$ cat src/rtl/brg_pkg.sv
package brg_pkg;

    // Register selector on the software port; the encoding is visible to software.
    typedef enum logic {
        REG_DIVISOR = 1'b0,
        REG_CLKSEL  = 1'b1
    } brg_reg_e;

    // Per-channel framing selector.
    typedef enum logic {
        FRAME_ASYNC = 1'b0,
        FRAME_SYNC  = 1'b1
    } brg_frame_e;

    function automatic int unsigned brg_ch_width(input int unsigned n);
        return (n > 1) ? $clog2(n) : 1;
    endfunction

endpackage

$ cat src/rtl/brg_regs.sv
module brg_regs
    import brg_pkg::*;
#(
    parameter int unsigned NUM_CH = 2,
    parameter int unsigned DIV_W  = 8,
    parameter int unsigned SEL_W  = 2,
    localparam int unsigned CH_W  = brg_ch_width(NUM_CH)
) (
    input  logic                            clk,
    input  logic                            rst_n,
    input  logic                            standby,
    input  logic                            wr_en,
    input  logic [CH_W-1:0]                 wr_ch,
    input  logic                            wr_reg,
    input  logic [DIV_W-1:0]                wr_data,
    input  logic [CH_W-1:0]                 rd_ch,
    input  logic                            rd_reg,
    output logic [DIV_W-1:0]                rd_data,
    output logic [NUM_CH-1:0][DIV_W-1:0]    div_o,
    output logic [NUM_CH-1:0][SEL_W-1:0]    sel_o,
    output logic [NUM_CH-1:0]               restart_o
);

    typedef struct packed {
        logic [NUM_CH-1:0][DIV_W-1:0] div;
        logic [NUM_CH-1:0][SEL_W-1:0] sel;
    } regs_t;

    regs_t regs_d, regs_q;
    logic [NUM_CH-1:0] restart_d;

    always_comb begin
        regs_d    = regs_q;
        restart_d = '0;
        for (int c = 0; c < NUM_CH; c++) begin
            if (wr_en && (wr_ch == CH_W'(c))) begin
                restart_d[c] = 1'b1;
                if (wr_reg == REG_DIVISOR) begin
                    regs_d.div[c] = wr_data;
                end else begin
                    regs_d.sel[c] = wr_data[SEL_W-1:0];
                end
            end
            // Standby wins over a write in the same cycle.
            if (standby) begin
                regs_d.div[c] = '1;
                restart_d[c]  = 1'b1;
            end
        end
    end

    always_ff @(posedge clk or negedge rst_n) begin
        if (!rst_n) begin
            regs_q.div <= '1;
            regs_q.sel <= '0;
        end else begin
            regs_q <= regs_d;
        end
    end

    always_comb begin
        if (rd_reg == REG_DIVISOR) begin
            rd_data = regs_q.div[rd_ch];
        end else begin
            rd_data = DIV_W'(regs_q.sel[rd_ch]);
        end
    end

    assign div_o     = regs_q.div;
    assign sel_o     = regs_q.sel;
    assign restart_o = restart_d;

    for (genvar c = 0; c < NUM_CH; c++) begin : g_chk
        // standby saturates the divisor on the following edge.
        assert_standby_div_R2: assert property (@(posedge clk) disable iff (!rst_n)
            standby |=> (regs_q.div[c] == '1));

        // standby leaves the prescale code alone.
        assert_standby_sel_R2: assert property (@(posedge clk) disable iff (!rst_n)
            (standby && !(wr_en && wr_ch == CH_W'(c) && wr_reg == REG_CLKSEL))
            |=> $stable(regs_q.sel[c]));

        // a divisor write lands in the addressed channel.
        assert_div_write_R3: assert property (@(posedge clk) disable iff (!rst_n)
            (wr_en && !standby && wr_ch == CH_W'(c) && wr_reg == REG_DIVISOR)
            |=> (regs_q.div[c] == $past(wr_data)));

        // other channels are untouched by a write.
        assert_other_ch_R3: assert property (@(posedge clk) disable iff (!rst_n)
            (wr_en && !standby && wr_ch != CH_W'(c))
            |=> ($stable(regs_q.div[c]) && $stable(regs_q.sel[c])));
    end

endmodule

$ cat src/rtl/brg_chan.sv
module brg_chan
    import brg_pkg::*;
#(
    parameter int unsigned DIV_W      = 8,
    parameter int unsigned SEL_W      = 2,
    parameter int unsigned OS_PER_BIT = 16,
    localparam int unsigned PRE_W     = 2 * ((1 << SEL_W) - 1) + 1,
    localparam int unsigned PH_W      = (OS_PER_BIT > 1) ? $clog2(OS_PER_BIT) : 1
) (
    input  logic             clk,
    input  logic             rst_n,
    input  logic             enable,
    input  logic             restart,
    input  logic             mode,
    input  logic [DIV_W-1:0] div,
    input  logic [SEL_W-1:0] sel,
    output logic             bit_tick,
    output logic             os_tick,
    output logic             sclk
);

    typedef struct packed {
        logic [PRE_W-1:0] pre;
        logic [DIV_W-1:0] cnt;
        logic [PH_W-1:0]  phase;
        logic             sclk;
        logic             bit_tick;
        logic             os_tick;
    } chan_t;

    chan_t st_d, st_q;
    logic [PRE_W-1:0] pre_lim;
    logic             pre_wrap;
    logic             unit_tick;

    // Prescale span is 2*4^sel clocks: one half of a synchronous bit
    // at N=0, or one oversampling slot at N=0.
    function automatic logic [PRE_W-1:0] span_limit(input logic [SEL_W-1:0] s);
        logic [PRE_W:0] one;
        one = 1;
        return PRE_W'((one << (2 * s + 1)) - 1'b1);
    endfunction

    assign pre_lim   = span_limit(sel);
    assign pre_wrap  = (st_q.pre == pre_lim);
    assign unit_tick = pre_wrap && (st_q.cnt == div);

    always_comb begin
        st_d          = st_q;
        st_d.bit_tick = 1'b0;
        st_d.os_tick  = 1'b0;
        if (!enable || restart) begin
            st_d = '0;
        end else begin
            st_d.pre = pre_wrap ? '0 : st_q.pre + 1'b1;
            if (pre_wrap) begin
                st_d.cnt = unit_tick ? '0 : st_q.cnt + 1'b1;
            end
            if (mode == FRAME_SYNC) begin
                st_d.phase = '0;
                if (unit_tick) begin
                    st_d.sclk     = ~st_q.sclk;
                    st_d.bit_tick = ~st_q.sclk;
                end
            end else begin
                st_d.sclk = 1'b0;
                if (unit_tick) begin
                    st_d.os_tick  = 1'b1;
                    st_d.bit_tick = (st_q.phase == PH_W'(OS_PER_BIT - 1));
                    st_d.phase    = (st_q.phase == PH_W'(OS_PER_BIT - 1)) ?
                                    '0 : st_q.phase + 1'b1;
                end
            end
        end
    end

    always_ff @(posedge clk or negedge rst_n) begin
        if (!rst_n) begin
            st_q <= '0;
        end else begin
            st_q <= st_d;
        end
    end

    assign bit_tick = st_q.bit_tick;
    assign os_tick  = st_q.os_tick;
    assign sclk     = st_q.sclk;

    // a disabled cycle leaves every output quiet afterwards.
    assert_quiet_disabled_R9: assert property (@(posedge clk) disable iff (!rst_n)
        !enable |=> (!bit_tick && !os_tick && !sclk));

    // an asynchronous bit strobe always rides on an oversampling strobe.
    assert_bit_on_os_R5: assert property (@(posedge clk) disable iff (!rst_n)
        (bit_tick && $past(mode) == FRAME_ASYNC) |-> os_tick);

    // a synchronous bit strobe marks a rising serial clock.
    assert_sync_rise_R7: assert property (@(posedge clk) disable iff (!rst_n)
        (bit_tick && $past(mode) == FRAME_SYNC) |-> $rose(sclk));

    // no oversampling strobe in synchronous framing.
    assert_no_os_sync_R6: assert property (@(posedge clk) disable iff (!rst_n)
        ($past(mode) == FRAME_SYNC) |-> !os_tick);

    // the divisor counter never passes the programmed divisor.
    assert_cnt_bound_R8: assert property (@(posedge clk) disable iff (!rst_n)
        st_q.cnt <= div);

endmodule

$ cat src/rtl/bitrate_gen.sv
module bitrate_gen
    import brg_pkg::*;
#(
    parameter int unsigned NUM_CH     = 2,
    parameter int unsigned DIV_W      = 8,
    parameter int unsigned SEL_W      = 2,
    parameter int unsigned OS_PER_BIT = 16,
    localparam int unsigned CH_W      = brg_ch_width(NUM_CH)
) (
    input  logic              clk,
    input  logic              rst_n,
    input  logic              enable,
    input  logic              standby,
    input  logic [NUM_CH-1:0] mode_sync,
    input  logic              wr_en,
    input  logic [CH_W-1:0]   wr_ch,
    input  logic              wr_reg,
    input  logic [DIV_W-1:0]  wr_data,
    input  logic [CH_W-1:0]   rd_ch,
    input  logic              rd_reg,
    output logic [DIV_W-1:0]  rd_data,
    output logic [NUM_CH-1:0] bit_tick,
    output logic [NUM_CH-1:0] os_tick,
    output logic [NUM_CH-1:0] sclk
);

    logic [NUM_CH-1:0][DIV_W-1:0] div;
    logic [NUM_CH-1:0][SEL_W-1:0] sel;
    logic [NUM_CH-1:0]            restart;

    brg_regs #(
        .NUM_CH (NUM_CH),
        .DIV_W  (DIV_W),
        .SEL_W  (SEL_W)
    ) regs_i (
        .clk       (clk),
        .rst_n     (rst_n),
        .standby   (standby),
        .wr_en     (wr_en),
        .wr_ch     (wr_ch),
        .wr_reg    (wr_reg),
        .wr_data   (wr_data),
        .rd_ch     (rd_ch),
        .rd_reg    (rd_reg),
        .rd_data   (rd_data),
        .div_o     (div),
        .sel_o     (sel),
        .restart_o (restart)
    );

    for (genvar c = 0; c < NUM_CH; c++) begin : g_chan
        brg_chan #(
            .DIV_W      (DIV_W),
            .SEL_W      (SEL_W),
            .OS_PER_BIT (OS_PER_BIT)
        ) chan_i (
            .clk      (clk),
            .rst_n    (rst_n),
            .enable   (enable),
            .restart  (restart[c]),
            .mode     (mode_sync[c]),
            .div      (div[c]),
            .sel      (sel[c]),
            .bit_tick (bit_tick[c]),
            .os_tick  (os_tick[c]),
            .sclk     (sclk[c])
        );
    end

endmodule

$ cat config.mk
export PLATFORM = sky130hd
export DESIGN_NAME = bitrate_gen
export DESIGN_NICKNAME = d
export VERILOG_FILES = /design/src/rtl/brg_pkg.sv /design/src/rtl/brg_regs.sv /design/src/rtl/brg_chan.sv /design/src/rtl/bitrate_gen.sv
export SDC_FILE = /design/constraint.sdc
export NUM_CORES = 1
export LEC_CHECK = 0
export BUFFER_PORTS_ARGS = -buffer_cell sky130_fd_sc_hd__clkbuf_2
export CAP_MARGIN = 25
export CELL_PAD_IN_SITES_DETAIL_PLACEMENT = 0
export CELL_PAD_IN_SITES_GLOBAL_PLACEMENT = 1
export CORE_UTILIZATION = 46
export CTS_CLUSTER_SIZE = 16
export DETAILED_ROUTE_END_ITERATION = 8
export GPL_TIMING_DRIVEN = 0
export HOLD_SLACK_MARGIN = 0.12
export PLACE_DENSITY = 0.75
export SETUP_SLACK_MARGIN = 0.2
export SYNTH_ARGS = -nofsm -noshare
export SYNTH_HDL_FRONTEND = slang
export SYNTH_SLANG_ARGS = --single-unit
$ cat constraint.sdc
create_clock -name clk -period 2.3 [get_ports clk]
set_clock_uncertainty 0.2 [all_clocks]
set_input_delay 0.23 -clock clk [delete_from_list [all_inputs] [get_ports clk]]
set_output_delay 0.23 -clock clk [all_outputs]
set_load 0.05 [all_outputs]
* Yosys cells after proc, flatten, opt, wreduce, memory -nomap -nowiden
Cells that the tools add are included.
Operators by class: shifts and indexed selects 2, reduce and logical (&&, ||, !) cells 17, $lt $le $gt $ge 1, bitwise logic cells 3, $add $sub $neg 10, equal/unequal tests 9, mux-type cells 34
Operators with widths (count):
- $mux W8 | 12
- $shl A1 B32 Y7 const A | 2
- $mux W22 | 2
- $add A8 B1 Y8 const B | 2
- $eq A8 B8 Y1 | 2
- $mux W4 | 4
- $add A7 B1 Y7 const B | 2
- $eq A7 B7 Y1 | 2
- $mux W7 | 2
- $sub A7 B1 Y7 const B | 2
- $mux W2 | 6
- $mux W6 | 2
- $add A3 B1 Y4 const B | 2
- $add A4 B1 Y4 const B | 2
- $eq A4 B4 Y1 const B | 2
- $reduce_and A2 Y1 | 4
- $reduce_bool A2 Y1 | 4
- $mux W1 | 6
- $ne A3 B1 Y1 const B | 2
- $reduce_bool A3 Y1 | 2
- $logic_and A1 B1 Y1 | 4
- $not A1 Y1 | 3
- $logic_or A1 B1 Y1 | 2
- $lt A1 B2 Y1 const B | 1
- 2 further kinds | 2
Word-level totals: word-level logic and storage cells 92, register bits after elaboration 64, output and inout bits 14, bits of input ports 19

* Depth between registers and ports, before layout
Gate-level depths: netlist of run 1.
word-level depth 8, depth in mapped cells 7, mapped depth without buffers 6

* Modules after synthesis
Synthesis of run 1 repeated with hierarchy kept, for this count alone.
Unflattened totals: cells, all modules 358, area total of the unflattened synthesis 3584.7 um^2
By module, submodules not included:
- brg_chan | cells an instance 133, times used 2, seq. area each 550.5 um^2, area each 1276.2 um^2
- brg_regs | cells an instance 92, times used 1, seq. area each 520.5 um^2, area each 1032.2 um^2

* Worst setup path before layout of run 1
OpenSTA, ideal clock, no wires.
kind register to register, start point reg regs_i.sel_o[1] (netlist name), end point reg g_chan[0].chan_i.st_q[5] (netlist name), cell stages (with the launch flop) 7, setup slack 0.198 ns, required time 2.034 ns, library setup time 0.066 ns, period minus slack after synthesis 2.102 ns, buffers on the path 1, data arrival time 1.836 ns, cell sequence dfrtp_1 -> mux2_4 -> o31a_1 -> nand4bb_1 -> buf_4 -> or4_1 -> nand2_1
On the way: cells in the longest elaborated chain, start to end 6
Ends and longest elaborated chain:
- $add A3 B1 Y4 | RTL line brg_chan.sv:41 | return PRE_W'((one << (2 * s + 1)) - 1'b1);
- $shl A1 B32 Y7 | RTL line brg_chan.sv:41
- $sub A7 B1 Y7 | RTL line brg_chan.sv:41
- $eq A7 B7 Y1 | RTL line brg_chan.sv:45 | assign pre_wrap = (st_q.pre == pre_lim);
- $logic_and A1 B1 Y1 | RTL line brg_chan.sv:46 | assign unit_tick = pre_wrap && (st_q.cnt == div);
- $reduce_bool A3 Y1 (no line)
- end signal: assignment | RTL line brg_chan.sv:81 | st_q <= st_d;
- end: declaration | RTL line brg_chan.sv:31 | chan_t st_d, st_q;
Every way passes these cells. A chain may end at the register's enable or synchronous reset.

* Worst setup path in the final report of run 1
start point reg regs_i.sel_o[1] (netlist name), end point reg g_chan[0].chan_i.st_q[5] (netlist name)
On the way: cells in the longest elaborated chain, start to end 6
Ends and longest elaborated chain (RTL line):
- $add A3 B1 Y4 | brg_chan.sv:41
- $shl A1 B32 Y7 | brg_chan.sv:41
- $sub A7 B1 Y7 | brg_chan.sv:41
- $eq A7 B7 Y1 | brg_chan.sv:45
- $logic_and A1 B1 Y1 | brg_chan.sv:46
- $reduce_bool A3 Y1 (no line)
Every way passes these cells.

==> results of run 1 <==
-- cells in the final DEF, fill, tap and decap left out, types with 10 or more instances in the layout --
cell                             n
sky130_fd_sc_hd__a21oi_1        34
sky130_fd_sc_hd__and3_1         12
sky130_fd_sc_hd__buf_4          27
sky130_fd_sc_hd__clkbuf_2       28
sky130_fd_sc_hd__clkbuf_8       10
sky130_fd_sc_hd__dfrtp_1        43
sky130_fd_sc_hd__dfstp_2        16
sky130_fd_sc_hd__dlygate4sd3_1  12
sky130_fd_sc_hd__inv_1          12
sky130_fd_sc_hd__nand2_1        17
sky130_fd_sc_hd__nand3_1        14
sky130_fd_sc_hd__nor2_1         42
sky130_fd_sc_hd__nor3_1         14
sky130_fd_sc_hd__xor2_1         15
-- routing by layer --
metal | share of wire [%] | global-route usage, % | routed length, µm | up-vias
met2 | 43 | 31.1 | 3530 | 74
li1 | - | - | - | 1444
met5 | 0 | 0 | 0 | -
met3 | 3.3 | 3.88 | 274 | 16
met4 | 1.8 | 9.24 | 144 | 0
met1 | 52 | 31.9 | 4250 | 1433
-- Yosys cell counts, types with 4 or more instances --
master,count,area (µm²)
sky130_fd_sc_hd__nand3_1,14,70.1
sky130_fd_sc_hd__and3_1,12,75.1
sky130_fd_sc_hd__o21ai_0,11,55.1
sky130_fd_sc_hd__xnor2_1,5,43.8
sky130_fd_sc_hd__nor2_1,45,169
sky130_fd_sc_hd__clkbuf_1,9,33.8
sky130_fd_sc_hd__xor2_1,23,201
sky130_fd_sc_hd__nor3_1,15,75.1
sky130_fd_sc_hd__inv_1,12,45.0
sky130_fd_sc_hd__nor4_1,4,25.0
sky130_fd_sc_hd__mux2_2,6,67.6
sky130_fd_sc_hd__a31oi_1,4,25.0
sky130_fd_sc_hd__dfstp_2,16,420
sky130_fd_sc_hd__buf_4,8,60.1
sky130_fd_sc_hd__and2_1,5,31.3
sky130_fd_sc_hd__a21oi_1,37,185
sky130_fd_sc_hd__dfrtp_1,48,1200
sky130_fd_sc_hd__ha_1,6,75.1
sky130_fd_sc_hd__nand2_1,21,78.8
sky130_fd_sc_hd__nand4b_1,7,61.3
sky130_fd_sc_hd__mux2i_1,9,90.1
-- kinds of logic after synthesis --
family / after synthesis / share of synthesized area (%)
and+or+nand+nor: 150 / 23.0
AOI/OAI and AO/OA: 69 / 11.6
DFF: 64 / 46.0
buffers and inverters: 30 / 4.08
xor gates and xnor gates: 28 / 6.95
muxes: 18 / 6.28
adders and majority gates: 6 / 2.13
-- where the power goes --
part / switching [µW] / leakage, µW / internal, µW / total [µW]
combinational: 248 / 0.00113 / 177 / 425
clock: 449 / 0.000123 / 755 / 1200
sequential: 60.2 / 0.000824 / 1190 / 1250
-- through the flow --
stage | setup slack, ns | total power, µW | hold slack, ns
floorplan | 0.198 | 1460 | -0.266
global route | 0.0132 | 3000 | 0.201
finish | 0.101 | 2880 | 0.175
detailed placement | -0.241 | 1570 | 0.234
global placement | -0.238 | 1560 | 0.261
CTS | 0.0968 | 2830 | 0.139
-- worst max-delay path by stage --
stage / start / to / slack (ns) / depth (start not counted)
floorplan: regs_i.sel_o[1]$_DFFE_PN0P_ / g_chan[0].chan_i.st_q[5]$_DFFE_PN0P_ / 0.20 / 6
global placement: regs_i.div_o[15]$_DFFE_PN1P_ / g_chan[1].chan_i.st_q[5]$_DFFE_PN0P_ / -0.24 / 5
detailed placement: regs_i.div_o[15]$_DFFE_PN1P_ / g_chan[1].chan_i.st_q[5]$_DFFE_PN0P_ / -0.24 / 5
CTS: regs_i.sel_o[1]$_DFFE_PN0P_ / g_chan[0].chan_i.st_q[5]$_DFFE_PN0P_ / 0.1 / 6
global route: regs_i.div_o[1]$_DFFE_PN1P_ / g_chan[0].chan_i.st_q[5]$_DFFE_PN0P_ / 0.01 / 7
finish: regs_i.sel_o[1]$_DFFE_PN0P_ / g_chan[0].chan_i.st_q[5]$_DFFE_PN0P_ / 0.10 / 6
-- repair_timing --
action,CTS,global route
endpoints found under the setup margin,30,39
gates resized for setup,19,51
hold endpoints to repair,80,0
hold buffers,12,0
pin swaps,8,16
gates cloned,0,0
buffers inserted,9,12
-- sequential cells by signal (all words and copies together) (netlist names) --
| register | cells |
|---|---|
| g_chan.chan_i.os_tick | 2 |
| g_chan.chan_i.bit_tick | 2 |
| regs_i.div_o | 16 |
| g_chan.chan_i.sclk | 2 |
| regs_i.sel_o | 4 |
| g_chan.chan_i.st_q | 38 |
-- layout make-up --
class	count	area, µm²
fill	637	2730
multi-input combinational	271	2000
sequential	64	1630
timing repair buffer	63	440
clock buffer	10	138
tap	99	124
buffer	18	116
clock inverter	6	115
inverter	12	45.0
-- worst max-delay path, cell delays in order, from the launching register on --
cell and delay [ns]:
sky130_fd_sc_hd__dfrtp_2 0.43, sky130_fd_sc_hd__mux2_4 0.30, sky130_fd_sc_hd__o31a_1 0.29, sky130_fd_sc_hd__nand4bb_4 0.24, sky130_fd_sc_hd__buf_6 0.15, sky130_fd_sc_hd__or4_1 0.46
sky130_fd_sc_hd__nand2_1 0.08
==> impl_metrics.sql, run 1 <==
INSERT INTO impl_metrics (metric_group, metric, value, unit) VALUES
('status', 'result_of_the_run', 'finished, final reports clean', ''),
('synth', 'post_synth.cell_area_avg', '9.66', 'µm²'),
('global_route', 'grt_pass1_wl', '13000', 'µm'),
('cts', 'clockRootBuffer', 'sky130_fd_sc_hd__clkbuf_8', ''),
('finish', 'final_nets', '464', ''),
('synth', 'netlist_instances', '365', ''),
('cts', 'cts_htree_levels', '3', ''),
('job', 'drv_cap', '0', ''),
('worst_setup_path', 'regToRegEndpoint', 'g_chan[0].chan_i.st_q[5]$_DFFE_PN0P_', ''),
('floorplanning', 'top_level_ports', '33', ''),
('global_route', 'grt.total_usage', '21.6', '%'),
('sta', 'rsz0062_at_grt', 'yes', ''),
('sta', 'report.final.slew_viol_count', '0', ''),
('detailed_routing', 'post_drt_wl_per_cell', '15.1', 'µm'),
('floorplanning', 'floorplan.die.height', '89.6', 'µm'),
('placement', 'cell_total_after_placement', '494', ''),
('finish', 'stdcell_count', '543', ''),
('global_route', 'first_global_vias', '2723', ''),
('worst_hold_path', 'timing.hold.worst.start', 'wr_ch', ''),
('worst_hold_path', 'min_to', 'regs_i.sel_o[0]$_DFFE_PN0P_', ''),
('cts', 'cts_buffers', '9', ''),
('detailed_routing', 'vias_per_cell', '5.46', ''),
('synth', 'number_of_enable_type_register_cells_in_the_synthesized_netlist', '0', ''),
('sta', 'layout_worst_path_cycle_share', '95.6', '%'),
('cts', 'cts_tree', 'yes', ''),
('pwr', 'power_density', '625', 'mW/mm²'),
('detailed_routing', 'drt_pass1_iterations', '4', ''),
('sta', 'final_period_minus_worst_setup_slack', '2.20', 'ns'),
('finish', 'final_area', '0.00461', 'mm²'),
('floorplanning', 'floorplan.initialDensity', '48.1', '%'),
('global_route', 'maximum_number_of_pins_on_one_net_before_global_route_repair', '65', ''),
('synth', 'syn-cell-area', '0.00353', 'mm²'),
('cts', 'clk_pin_slew_worst_paths', '0.08', 'ns'),
('sta', 'fmaxAchievable', '455', 'MHz'),
('synth', 'ys_dominant_reg_cell', 'sky130_fd_sc_hd__dfrtp_1', ''),
('finish', 'areaGrowthSynthToFinish', '30.6', '%'),
('cts', 'clock_insertion_delay_worst_skew', '0.34', 'ns'),
('floorplanning', 'fp-row-count', '31', ''),
('global_route', 'initial_antenna_violation_count', '0', ''),
('synth', 'synth.ff_latch_count', '64', ''),
('finish', 'drive_above_1_share', '32.7', '%'),
('floorplanning', 'fp.coreArea', '0.00733', 'mm²'),
('sta', 'timing.slew.headroom', '41.7', '%'),
('synth', 'post_synth_num_cell_types', '51', ''),
('synth', 'synth_warnings', '0', ''),
('sta', 'report.final.hold_viol_count', '0', ''),
('worst_hold_path', 'holdCritPathClass', 'in -> reg', ''),
('worst_setup_path', 'timing.critical_path.from_type', 'flip-flop', ''),
('global_route', 'overflow', '0', ''),
('sta', 'setup_violations', '0', ''),
('worst_setup_path', 'r2r.worst_path.cells', '6', ''),
('worst_setup_path', 'worstReg2RegStart', 'regs_i.sel_o[1]$_DFFE_PN0P_', ''),
('detailed_routing', 'drt_iter0_markers', '78', ''),
('finish', 'fin_util', '62.8', '%'),
('cts', 'clock_sinks', '64', ''),
('worst_setup_path', 'path_class', 'reg -> reg', ''),
('floorplanning', 'die_area', '0.00802', 'mm²'),
('detailed_routing', 'detail_route.wirelength', '8190', 'µm'),
('detailed_routing', 'postRouteAntennaNets', '0', ''),
('synth', 'ys_seq_area_share', '46.0', '%'),
('synth', 'syn-num-nets', '390', ''),
('cts', 'cts_buffer_depth', '2', ''),
('floorplanning', 'die-width', '89.6', 'µm'),
('pwr', 'leakage', '0.00208', 'µW'),
('sta', 'worst_slew_pin_tran', '0.874', 'ns'),
('worst_setup_path', 'worst_setup_path_end_kind', 'flip-flop', ''),
('worst_setup_path', 'timing.critical_path.fanout_max', '6', ''),
('placement', 'placement.cell_area', '0.00380', 'mm²'),
('placement', 'place_hpwl', '5500', 'µm'),
('finish', 'n_antenna_cell', '0', ''),
('sta', 'tns', '0', 'ns'),
('placement', 'port_buffers', '30', ''),
('worst_setup_path', 'worst-r2r-setup-slack', '0.10', 'ns'),
('detailed_routing', 'drcViolationCount', '0', ''),
('worst_setup_path', 'crit_arrival', '2.28', 'ns'),
('placement', 'place_congestion', '0.804', ''),
('pwr', 'vdd.ir_drop.worst', '0.400', 'mV'),
('detailed_routing', 'dr_total_vias', '2967', ''),
('synth', 'synth-async-reset-ratio', '100', '%'),
('worst_setup_path', 'cp.required', '2.38', 'ns'),
('worst_hold_path', 'worst_hold_path.num_cells', '4', '');
No activity file was read; power rests on OpenSTA's default activity.
==> run 2: changes to the inputs <==
- PLACE_DENSITY: 0.75 -> 0.79
==> impl_metrics.sql, run 2 (synthesis results as in run 1) <==
INSERT INTO impl_metrics (metric_group, metric, value, unit) VALUES
('worst_setup_path', 'timing.critical_path.from_type', 'flip-flop', ''),
('worst_setup_path', 'timing.critical_path.fanout_max', '5', ''),
('detailed_routing', 'detail_route.wirelength', '8080', 'µm'),
('placement', 'placement.cell_area', '0.00380', 'mm²'),
('floorplanning', 'fp-row-count', '31', ''),
('status', 'result_of_the_run', 'finished, final reports clean', ''),
('cts', 'clk_pin_slew_worst_paths', '0.07', 'ns'),
('finish', 'regMostFlops', 'g_chan.chan_i.st_q', ''),
('finish', 'largest_reg_flops', '38', ''),
('global_route', 'maximum_number_of_pins_on_one_net_before_global_route_repair', '65', ''),
('sta', 'tns', '0', 'ns'),
('pwr', 'power_density', '612', 'mW/mm²'),
('pwr', 'leakage', '0.00201', 'µW'),
('global_route', 'overflow', '0', ''),
('finish', 'layout_commonest_cell', 'sky130_fd_sc_hd__nor2_1', ''),
('cts', 'clock_sinks', '64', ''),
('cts', 'cts_htree_levels', '3', ''),
('pwr', 'report.power.total', '2720', 'µW'),
('worst_hold_path', 'holdCritPathClass', 'in -> reg', ''),
('sta', 'fmaxAchievable', '457', 'MHz'),
('global_route', 'grt.total_usage', '22.1', '%'),
('detailed_routing', 'post_drt_wl_per_cell', '15.1', 'µm'),
('global_route', 'grt_pass1_wl', '13200', 'µm'),
('placement', 'place_hpwl', '5530', 'µm'),
('sta', 'setup_violations', '0', ''),
('worst_setup_path', 'worst_setup_path_end_kind', 'flip-flop', ''),
('detailed_routing', 'drt_iter0_markers', '110', ''),
('floorplanning', 'die-width', '89.6', 'µm'),
('finish', 'final_cell_mix', 'sky130_fd_sc_hd__nor2_1 (44), sky130_fd_sc_hd__dfrtp_1 (41), sky130_fd_sc_hd__a21oi_1 (35), sky130_fd_sc_hd__clkbuf_2 (28), sky130_fd_sc_hd__nand2_1 (19)', ''),
('worst_setup_path', 'crit_arrival', '2.27', 'ns'),
('finish', 'final_nets', '456', ''),
('global_route', 'initial_antenna_violation_count', '0', ''),
('cts', 'cts_buffers', '9', ''),
('cts', 'clockRootBuffer', 'sky130_fd_sc_hd__clkbuf_8', ''),
('sta', 'timing.slew.headroom', '42.5', '%'),
('placement', 'port_buffers', '30', ''),
('floorplanning', 'die_area', '0.00802', 'mm²'),
('finish', 'final_area', '0.00445', 'mm²'),
('detailed_routing', 'drt_pass1_iterations', '4', ''),
('cts', 'clock_insertion_delay_worst_skew', '0.33', 'ns'),
('worst_setup_path', 'cp.required', '2.38', 'ns'),
('detailed_routing', 'drcViolationCount', '0', ''),
('finish', 'n_antenna_cell', '0', ''),
('global_route', 'first_global_vias', '2710', ''),
('worst_setup_path', 'path_class', 'reg -> reg', ''),
('sta', 'report.final.slew_viol_count', '0', ''),
('detailed_routing', 'vias_per_cell', '5.47', ''),
('sta', 'worst_slew_pin_tran', '0.863', 'ns'),
('job', 'drv_cap', '0', ''),
('sta', 'rsz0062_at_grt', 'yes', ''),
('sta', 'report.final.hold_viol_count', '0', ''),
('detailed_routing', 'dr_total_vias', '2922', ''),
('finish', 'drive_above_1_share', '29.0', '%'),
('cts', 'cts_buffer_depth', '2', ''),
('detailed_routing', 'postRouteAntennaNets', '0', ''),
('placement', 'place_congestion', '0.815', ''),
('pwr', 'vdd.ir_drop.worst', '0.311', 'mV'),
('finish', 'filler_cell_count', '653', ''),
('sta', 'layout_worst_path_cycle_share', '95.1', '%'),
('floorplanning', 'floorplan.initialDensity', '48.1', '%'),
('floorplanning', 'floorplan.die.height', '89.6', 'µm'),
('floorplanning', 'fp.coreArea', '0.00733', 'mm²'),
('floorplanning', 'top_level_ports', '33', ''),
('cts', 'cts_tree', 'yes', ''),
('sta', 'final_period_minus_worst_setup_slack', '2.19', 'ns'),
('finish', 'areaGrowthSynthToFinish', '26.3', '%');
==> run 2: cell types whose count changed in the layout (fill, tap and decap cells not counted), moves of 2 or more <==
| cell | before | now |
|---|---|---|
| sky130_fd_sc_hd__nor2_2 | 3 | 1 |
| sky130_fd_sc_hd__xor2_1 | 15 | 17 |
| sky130_fd_sc_hd__buf_4 | 27 | 18 |
| sky130_fd_sc_hd__xor2_2 | 8 | 6 |
| sky130_fd_sc_hd__o21ai_1 | 6 | 2 |
| sky130_fd_sc_hd__dfrtp_2 | 5 | 7 |
| sky130_fd_sc_hd__dfrtp_1 | 43 | 41 |
| sky130_fd_sc_hd__nor2_1 | 42 | 44 |
| sky130_fd_sc_hd__nand2_1 | 17 | 19 |
| sky130_fd_sc_hd__o21ai_0 | 4 | 9 |
==> run 2: critical path, cell delays in order (launching register included) <==
cell	delay, ns
sky130_fd_sc_hd__dfrtp_2	0.43
sky130_fd_sc_hd__mux2_4	0.30
sky130_fd_sc_hd__o31a_1	0.27
sky130_fd_sc_hd__nand4bb_1	0.23
sky130_fd_sc_hd__buf_6	0.16
sky130_fd_sc_hd__or4_1	0.46
sky130_fd_sc_hd__nand2_1	0.08
==> run 2: layout make-up <==
cell class              instances  area, µm²  share of cell area [%]
well taps                      99        124                    2.78
repair buffers                 55        389                    8.74
inverters                      12       45.0                    1.01
multi-input cells             271       1930                    43.3
flip-flops and latches         64       1630                    36.6
plain buffers                  18        116                    2.61
clock inverters                 3       65.1                    1.46
clock buffers                  12        155                    3.48
==> run 2: worst paths after layout <==
kind | from | slack (ns) | cells past startpoint | end
max | regs_i.sel_o[1]$_DFFE_PN0P_ | 0.11 | 6 | g_chan[0].chan_i.st_q[5]$_DFFE_PN0P_
min | wr_ch | 0.16 | 4 | regs_i.sel_o[0]$_DFFE_PN0P_
max reg2reg | regs_i.sel_o[1]$_DFFE_PN0P_ | 0.11 | 6 | g_chan[0].chan_i.st_q[5]$_DFFE_PN0P_
min reg2reg | regs_i.div_o[7]$_DFFE_PN1P_ | 0.28 | 2 | regs_i.div_o[7]$_DFFE_PN1P_
max in group asynchronous | rst_n | 0.92 | 2 | g_chan[1].chan_i.st_q[7]$_DFFE_PN0P_
min in group asynchronous | rst_n | 0.35 | 2 | g_chan[0].chan_i.st_q[5]$_DFFE_PN0P_
==> run 2: routing by layer <==
| metal | GRT usage, % | part of all wire (%) |
|---|---|---|
| met4 | 8.66 | 1.4 |
| met1 | 32.8 | 49 |
| met3 | 3.51 | 4.2 |
| met5 | 0 | 0 |
| met2 | 32.2 | 45 |
==> run 2: timing repair <==
action,CTS,global route
endpoints found under the hold margin,79,0
hold buffers,12,0
endpoints found under the setup margin,29,43
pin swaps,10,13
buffers inserted,8,5
resized for setup,19,33
==> run 2: metrics by stage <==
step	hold WS (ns)	setup WS [ns]	std cells	utilization [%]
final	0.162	0.113	534	60.8
after global routing	0.208	0.0461	534	60.8
after CTS	0.133	0.123	529	58.5
after detailed placement	0.226	-0.207	494	51.9
after global placement	0.257	-0.243	494	51.9
after floorplan	-0.266	0.198	365	-
==> run 2: power by group <==
| group | switching [µW] | leakage (µW) | internal (µW) |
|---|---|---|---|
| clock | 414 | 0.000112 | 662 |
| combinational | 235 | 0.00107 | 165 |
| sequential | 60.7 | 0.000820 | 1190 |
